**src/rtl/cfg_rt_pkg.sv**
```systemverilog
package cfg_rt_pkg;
  localparam int AD_W = 32;

  typedef enum logic [1:0] {
    TGT_NONE = 2'd0,
    TGT_PCIX = 2'd1,
    TGT_INTC = 2'd2
  } tgt_e;

  localparam logic [1:0] KIND_CFG = 2'd0;
  localparam logic [1:0] KIND_EOI = 2'd1;

  localparam logic [2:0] RSN_NONE      = 3'd0;
  localparam logic [2:0] RSN_BUS_RANGE = 3'd1;
  localparam logic [2:0] RSN_NO_IDSEL  = 3'd2;
  localparam logic [2:0] RSN_WIN_KIND  = 3'd3;
  localparam logic [2:0] RSN_UNICAST   = 3'd4;
  localparam logic [2:0] RSN_NO_DECODE = 3'd5;

  typedef struct packed {
    tgt_e            tgt;
    logic            type1;
    logic            write;
    logic [AD_W-1:0] addr;
    logic            reject;
    logic [2:0]      reason;
  } route_t;
endpackage

```
**src/rtl/cfg_bus_decode.sv**
```systemverilog
module cfg_bus_decode
  import cfg_rt_pkg::*;
#(
  parameter int BUS_W     = 8,
  parameter int IDSEL_LSB = 16
) (
  input  logic             clk_i,
  input  logic             rst_ni,
  input  logic [23:0]      cfg_addr_i,
  input  logic             write_i,
  input  logic [BUS_W-1:0] sec_bus_i,
  input  logic [BUS_W-1:0] sub_bus_i,
  output route_t           route_o
);
  localparam int BUS_LSB   = 16;
  localparam int DEV_W     = 5;
  localparam int NUM_IDSEL = AD_W - IDSEL_LSB;
  localparam int GAP_W     = IDSEL_LSB - 11;
  localparam int T1_PAD    = AD_W - 24;

  logic [BUS_W-1:0]     bus;
  logic [DEV_W-1:0]     dev;
  logic                 in_range, is_local, dev_ok;
  logic [NUM_IDSEL-1:0] idsel;
  logic [1:0]           unused_lsb;

  assign bus        = cfg_addr_i[BUS_LSB +: BUS_W];
  assign dev        = cfg_addr_i[15:11];
  assign in_range   = (bus >= sec_bus_i) && (bus <= sub_bus_i);
  assign is_local   = (bus == sec_bus_i);
  assign dev_ok     = (int'(dev) < NUM_IDSEL);
  assign unused_lsb = cfg_addr_i[1:0];

  for (genvar g = 0; g < NUM_IDSEL; g++) begin : g_idsel
    assign idsel[g] = (int'(dev) == g);
  end

  always_comb begin
    route_o = '0;
    if (!in_range) begin
      route_o.reject = 1'b1;
      route_o.reason = RSN_BUS_RANGE;
    end else if (is_local && !dev_ok) begin
      route_o.reject = 1'b1;
      route_o.reason = RSN_NO_IDSEL;
    end else if (is_local) begin
      route_o.tgt   = TGT_PCIX;
      route_o.write = write_i;
      route_o.addr  = {idsel, {GAP_W{1'b0}}, cfg_addr_i[10:2], 2'b00};
    end else begin
      route_o.tgt   = TGT_PCIX;
      route_o.type1 = 1'b1;
      route_o.write = write_i;
      route_o.addr  = {{T1_PAD{1'b0}}, cfg_addr_i[23:2], 2'b01};
    end
  end

  // Type 0 drives exactly one IDSEL line
  assert_idsel_onehot_R2: assert property (@(posedge clk_i) disable iff (!rst_ni)
    (route_o.tgt == TGT_PCIX && !route_o.type1) |-> $onehot(route_o.addr[AD_W-1:IDSEL_LSB]));
  // accepted bus lies within the programmed range
  assert_bus_in_range_R4: assert property (@(posedge clk_i) disable iff (!rst_ni)
    !route_o.reject |-> (bus >= sec_bus_i && bus <= sub_bus_i));
endmodule

```
**src/rtl/cfg_irq_filter.sv**
```systemverilog
module cfg_irq_filter
  import cfg_rt_pkg::*;
#(
  parameter int                ADDR_W   = 40,
  parameter logic [ADDR_W-1:0] IRQ_BASE = 40'hFD_F800_0000,
  parameter logic [ADDR_W-1:0] IRQ_LAST = 40'hFD_F8FF_FFFF
) (
  input  logic              clk_i,
  input  logic              rst_ni,
  input  logic [ADDR_W-1:0] addr_i,
  input  logic [1:0]        kind_i,
  input  logic              write_i,
  input  logic              bcast_i,
  output route_t            route_o
);
  logic in_win, is_eoi;

  assign in_win = (addr_i >= IRQ_BASE) && (addr_i <= IRQ_LAST);
  assign is_eoi = (kind_i == KIND_EOI);

  always_comb begin
    route_o = '0;
    if (!in_win) begin
      route_o.reject = 1'b1;
      route_o.reason = RSN_NO_DECODE;
    end else if (!is_eoi) begin
      route_o.reject = 1'b1;
      route_o.reason = RSN_WIN_KIND;
    end else if (!bcast_i) begin
      route_o.reject = 1'b1;
      route_o.reason = RSN_UNICAST;
    end else begin
      route_o.tgt   = TGT_INTC;
      route_o.write = write_i;
      route_o.addr  = addr_i[AD_W-1:0];
    end
  end

  // only broadcast EOIs reach the interrupt controller
  assert_intc_bcast_eoi_R8: assert property (@(posedge clk_i) disable iff (!rst_ni)
    (route_o.tgt == TGT_INTC) |-> (bcast_i && kind_i == KIND_EOI));
  assert_intc_in_window_R7: assert property (@(posedge clk_i) disable iff (!rst_ni)
    (route_o.tgt == TGT_INTC) |-> (addr_i >= IRQ_BASE && addr_i <= IRQ_LAST));
endmodule

```
**src/rtl/cfg_out_stage.sv**
```systemverilog
module cfg_out_stage
  import cfg_rt_pkg::*;
(
  input  logic   clk_i,
  input  logic   rst_ni,
  input  logic   in_valid_i,
  output logic   in_ready_o,
  input  route_t in_route_i,
  output logic   out_valid_o,
  input  logic   out_ready_i,
  output route_t out_route_o
);
  logic in_fire;

  assign in_ready_o = !out_valid_o || out_ready_i;
  assign in_fire    = in_valid_i && in_ready_o;

  always_ff @(posedge clk_i or negedge rst_ni) begin
    if (!rst_ni) begin
      out_valid_o <= 1'b0;
      out_route_o <= '0;
    end else if (in_fire) begin
      out_valid_o <= 1'b1;
      out_route_o <= in_route_i;
    end else if (out_ready_i) begin
      out_valid_o <= 1'b0;
    end
  end

  assert_hold_on_stall_R1: assert property (@(posedge clk_i) disable iff (!rst_ni)
    (out_valid_o && !out_ready_i) |=> (out_valid_o && $stable(out_route_o)));
  assert_no_take_on_stall_R1: assert property (@(posedge clk_i) disable iff (!rst_ni)
    (out_valid_o && !out_ready_i) |-> !in_ready_o);
  assert_take_gives_valid_R1: assert property (@(posedge clk_i) disable iff (!rst_ni)
    in_fire |=> out_valid_o);
endmodule

```
**src/rtl/cfg_req_router.sv**
```systemverilog
module cfg_req_router
  import cfg_rt_pkg::*;
#(
  parameter int                ADDR_W    = 40,
  parameter int                BUS_W     = 8,
  parameter int                IDSEL_LSB = 16,
  parameter logic [ADDR_W-1:0] IRQ_BASE  = 40'hFD_F800_0000,
  parameter logic [ADDR_W-1:0] IRQ_LAST  = 40'hFD_F8FF_FFFF
) (
  input  logic              clk_i,
  input  logic              rst_ni,
  input  logic              req_valid_i,
  output logic              req_ready_o,
  input  logic [1:0]        req_kind_i,
  input  logic [ADDR_W-1:0] req_addr_i,
  input  logic              req_write_i,
  input  logic              req_bcast_i,
  input  logic [BUS_W-1:0]  sec_bus_i,
  input  logic [BUS_W-1:0]  sub_bus_i,
  output logic              out_valid_o,
  input  logic              out_ready_i,
  output logic [1:0]        out_target_o,
  output logic              out_type1_o,
  output logic              out_write_o,
  output logic [AD_W-1:0]   out_addr_o,
  output logic              out_reject_o,
  output logic [2:0]        out_reason_o
);
  route_t cfg_route, irq_route, sel_route, reg_route;

  cfg_bus_decode #(.BUS_W(BUS_W), .IDSEL_LSB(IDSEL_LSB)) u_bus (
    .clk_i      (clk_i),
    .rst_ni     (rst_ni),
    .cfg_addr_i (req_addr_i[23:0]),
    .write_i    (req_write_i),
    .sec_bus_i  (sec_bus_i),
    .sub_bus_i  (sub_bus_i),
    .route_o    (cfg_route)
  );

  cfg_irq_filter #(.ADDR_W(ADDR_W), .IRQ_BASE(IRQ_BASE), .IRQ_LAST(IRQ_LAST)) u_irq (
    .clk_i   (clk_i),
    .rst_ni  (rst_ni),
    .addr_i  (req_addr_i),
    .kind_i  (req_kind_i),
    .write_i (req_write_i),
    .bcast_i (req_bcast_i),
    .route_o (irq_route)
  );

  assign sel_route = (req_kind_i == KIND_CFG) ? cfg_route : irq_route;

  cfg_out_stage u_stage (
    .clk_i       (clk_i),
    .rst_ni      (rst_ni),
    .in_valid_i  (req_valid_i),
    .in_ready_o  (req_ready_o),
    .in_route_i  (sel_route),
    .out_valid_o (out_valid_o),
    .out_ready_i (out_ready_i),
    .out_route_o (reg_route)
  );

  assign out_target_o = reg_route.tgt;
  assign out_type1_o  = reg_route.type1;
  assign out_write_o  = reg_route.write;
  assign out_addr_o   = reg_route.addr;
  assign out_reject_o = reg_route.reject;
  assign out_reason_o = reg_route.reason;

  assert_reject_clean_R10: assert property (@(posedge clk_i) disable iff (!rst_ni)
    (out_valid_o && out_reject_o) |-> (out_target_o == TGT_NONE && out_addr_o == '0 && !out_write_o));
  assert_accept_no_reason_R10: assert property (@(posedge clk_i) disable iff (!rst_ni)
    (out_valid_o && !out_reject_o) |-> (out_reason_o == RSN_NONE && out_target_o != TGT_NONE));
  assert_cfg_never_intc_R2: assert property (@(posedge clk_i) disable iff (!rst_ni)
    (req_valid_i && req_ready_o && req_kind_i == KIND_CFG) |=> (out_target_o != TGT_INTC));
endmodule

```
**config.mk**
```make
export PLATFORM = sky130hd
export DESIGN_NAME = cfg_req_router
export DESIGN_NICKNAME = d
export VERILOG_FILES = /design/src/rtl/cfg_rt_pkg.sv /design/src/rtl/cfg_bus_decode.sv /design/src/rtl/cfg_irq_filter.sv /design/src/rtl/cfg_out_stage.sv /design/src/rtl/cfg_req_router.sv
export SDC_FILE = /design/constraint.sdc
export NUM_CORES = 1
export LEC_CHECK = 0
export ABC_AREA = 1
export BUFFER_PORTS_ARGS = -buffer_cell sky130_fd_sc_hd__buf_2
export CORE_MARGIN = 4
export CORE_UTILIZATION = 40
export CTS_CLUSTER_SIZE = 25
export DETAILED_ROUTE_END_ITERATION = 12
export GPL_ROUTABILITY_DRIVEN = 0
export PLACE_DENSITY_LB_ADDON = 0.08
export REMOVE_ABC_BUFFERS = 1
export SLEW_MARGIN = 40
export SYNTH_ARGS = -nofsm -noshare
export SYNTH_HDL_FRONTEND = slang
export SYNTH_SLANG_ARGS = --single-unit
```
**constraint.sdc**
```tcl
create_clock -name clk_i -period 3.3 [get_ports clk_i]
set_clock_uncertainty 0.1 [all_clocks]
set_input_delay 0.495 -clock clk_i [delete_from_list [all_inputs] [get_ports clk_i]]
set_output_delay 0.495 -clock clk_i [all_outputs]
set_load 0.02 [all_outputs]
```
==> results.toml <==
[run_status]
status = "finished clean"

[power]
leakage_nw = 2.11
power_density_nw_per_um2 = 337
ir_drop_mv = 0.213

[detailed_routing]
antenna_left = 0
vias = 2671
drc = 0
routedWlPerCell_microns = 12.7
drt_first_pass_iters = 4
viasPerCell = 4.78
drtIter0Drc = 104
wl_microns = 7110

[logic_synthesis]
syn_area_sq_um = 2700
synth_flop_cell = "dfrtp_1"
synth-seq-area-share = 0.380
synth.top_cells.by_count = "nand2_1 (120), inv_1 (55), dfrtp_1 (41)"
netlist_top_cells_area = "dfrtp_1 (38%), nand2_1 (17%), inv_1 (7.7%), ha_1 (7.4%), nand3_1 (6.5%)"
synth-async-reset-ratio = 1.00
ys_ff_latch = 41
syn-instance-count = 377
yosysUniqueCellTypes = 31
ys_warn_count = 0
syn_avg_cell_area_sq_um = 7.16
synth_top_area_frac = 0.380
synth_edf_count = 0
synth.largest_area_cell = "dfrtp_1"
yosysMostFrequentCell = "nand2_1"

[sta]
tns_ps = 0
slew-limit-headroom = 0.621
min_period_over_period = 0.583
setup_slack_ps = 1380
slew_violations = 0
rsz0062_at_grt = "no"
setup_viol = 0
hold_slack_ps = 70.1
min_period_ps = 1920
tightest_slew_ps = 568
max_freq_ghz = 0.520
hold_viol = 0

[layout]
multi_input_area_sq_um = 1400
regArea_sq_um = 1030
final_net_count = 561
diodes = 0
layout-drive-gt1-share = 0.286
fill_cells = 702
syn_to_final_growth_pct = 25.1

[cts]
cts_buffer_depth = 2
numCtsBuffers = 5
cts_setup_buffers = 0
htreeDepth = 2
cts_tree = "yes"
root_buffer = "clkbuf_8"
insertion_delay_ps = 300
ctsResizeCount = 0
hold_buffers = 0
cts.clk_slew.worst_paths_ps = 80
clock-sinks = 41

[setup_path]
cp_slowest_stage_delay_ps = 300
rr_endpoint = "u_stage.out_route_o[21]"
cp-end-kind = "flop"
crit_cells = 12
cpMostUsedCell = "nand2_1"
crit_slowest_cell = "ha_1"
r2r_slack_ps = 1540
start_kind = "primary input"
cp_max_fo = 13
required_ps = 3430
crit_end = "u_stage.out_route_o[16]"
crit_type = "in -> reg"
cp-startpoint = "req_addr_i[19]"
crit_chain = "buf_2 -> ha_1 -> nand2_1 -> nor2_2 -> nand2_4 -> inv_6 -> nor2_2 -> a21oi_2 -> nand3_1 -> nand2_1 -> nand2_1 -> nand2_1"
arrival_ps = 2060
critPathTopFamily = "simple AND/OR/NAND/NOR gates"
r2r-start = "u_stage.out_valid_o"
cp.buffers_inverters = 2
rr_worst_depth = 8

[place]
io_buffers = 105
dp_hpwl_microns = 5330
post-place-ws_ps = 1070

[grt]
grt_usage = 0.179
antenna_found_initial = 0
grt_pass1_wl_microns = 12100
grt_max_degree = 58
grt_pass1_vias = 2677
overflow = 0

[floorplanning]
core_area_sq_um = 6460
die_w_microns = 90.1
io-pin-count = 106
row_count = 29
start_util = 0.418
die_h_microns = 90.1
die-area_sq_um = 8120

[job]
maxCapViolCount = 0

[worst_hold_path]
hold_path_class = "in -> async"
[worst min path at each step]
stage,cells after the start,slack [ps],start,to
after global routing,1,90,rst_ni,u_stage.out_route_o[2]
final,1,70,rst_ni,u_stage.out_route_o[2]
after CTS,1,90,rst_ni,u_stage.out_route_o[2]
after detailed placement,2,360,u_stage.out_route_o[19],u_stage.out_route_o[19]
after floorplan,0,100,rst_ni,u_stage.out_route_o[0]
after global placement,2,360,u_stage.out_route_o[13],u_stage.out_route_o[13]
[worst register-to-register path, delay by kind of cell, from the launching register on]
kind	cells	cell delay, ps
flops	1	380
simple gates	6	750
compound gates	1	180
buf+inv	1	300
[layer usage]
metal	track usage	up-vias	share of wire	wire [microns]
met5	0	-	0	0
met2	0.297	88	0.45	3210
met1	0.227	1187	0.47	3320
met3	0.0501	7	0.072	510
met4	0.0497	0	0.010	72
li1	-	1389	-	-
[state kept, by name, indices dropped and copies added, names as in the netlist]
name and count:
u_stage.out_route_o 40, u_stage.out_valid_o 1
[cell usage in the layout (no fill, tap or decap), types with 2 or more instances in the layout]
master / n
a21boi_1: 2
dfrtp_1: 41
o21ai_0: 7
nand2_4: 4
nor3_1: 5
nor3_2: 2
nand2_1: 119
a21boi_0: 4
buf_4: 3
nand4_1: 10
nand2_2: 4
ha_1: 16
nor2_1: 39
clkbuf_8: 5
a21oi_1: 6
nand3_1: 35
nor2_2: 3
nor2_4: 2
inv_1: 55
nand3_2: 3
buf_2: 104
clkinv_2: 2
[final cells by class]
class | instances | area share
multi-input cells | 269 | 0.416
flip-flops and latches | 41 | 0.304
repair buffers | 107 | 0.161
inverters | 57 | 0.0649
well taps | 77 | 0.0286
clock buffers | 5 | 0.0204
clock inverters | 3 | 0.00519
[cells by family after synthesis]
family / count (synthesis) / share of synthesized area
fa+ha+maj: 16 / 0.0742
compound gates: 23 / 0.0519
flops: 41 / 0.380
buf+inv: 67 / 0.100
simple gates: 230 / 0.393
[report_power, final]
| part | total, mW | internal [mW] | switching, mW |
|---|---|---|---|
| clock network | 0.328 | 0.146 | 0.182 |
| registers | 0.536 | 0.524 | 0.0117 |
| logic | 0.272 | 0.0954 | 0.177 |
[per-stage QoR]
stage	cell area, sq um	cells	utilization	power [mW]
after detailed placement	3290	551	0.509	0.820
after CTS	3370	559	0.522	1.15
after floorplan	2650	367	-	0.705
after global routing	3370	559	0.522	1.21
after global placement	3290	551	0.509	0.816
final	3370	559	0.522	1.14
No activity file was read; power rests on OpenSTA's default activity.
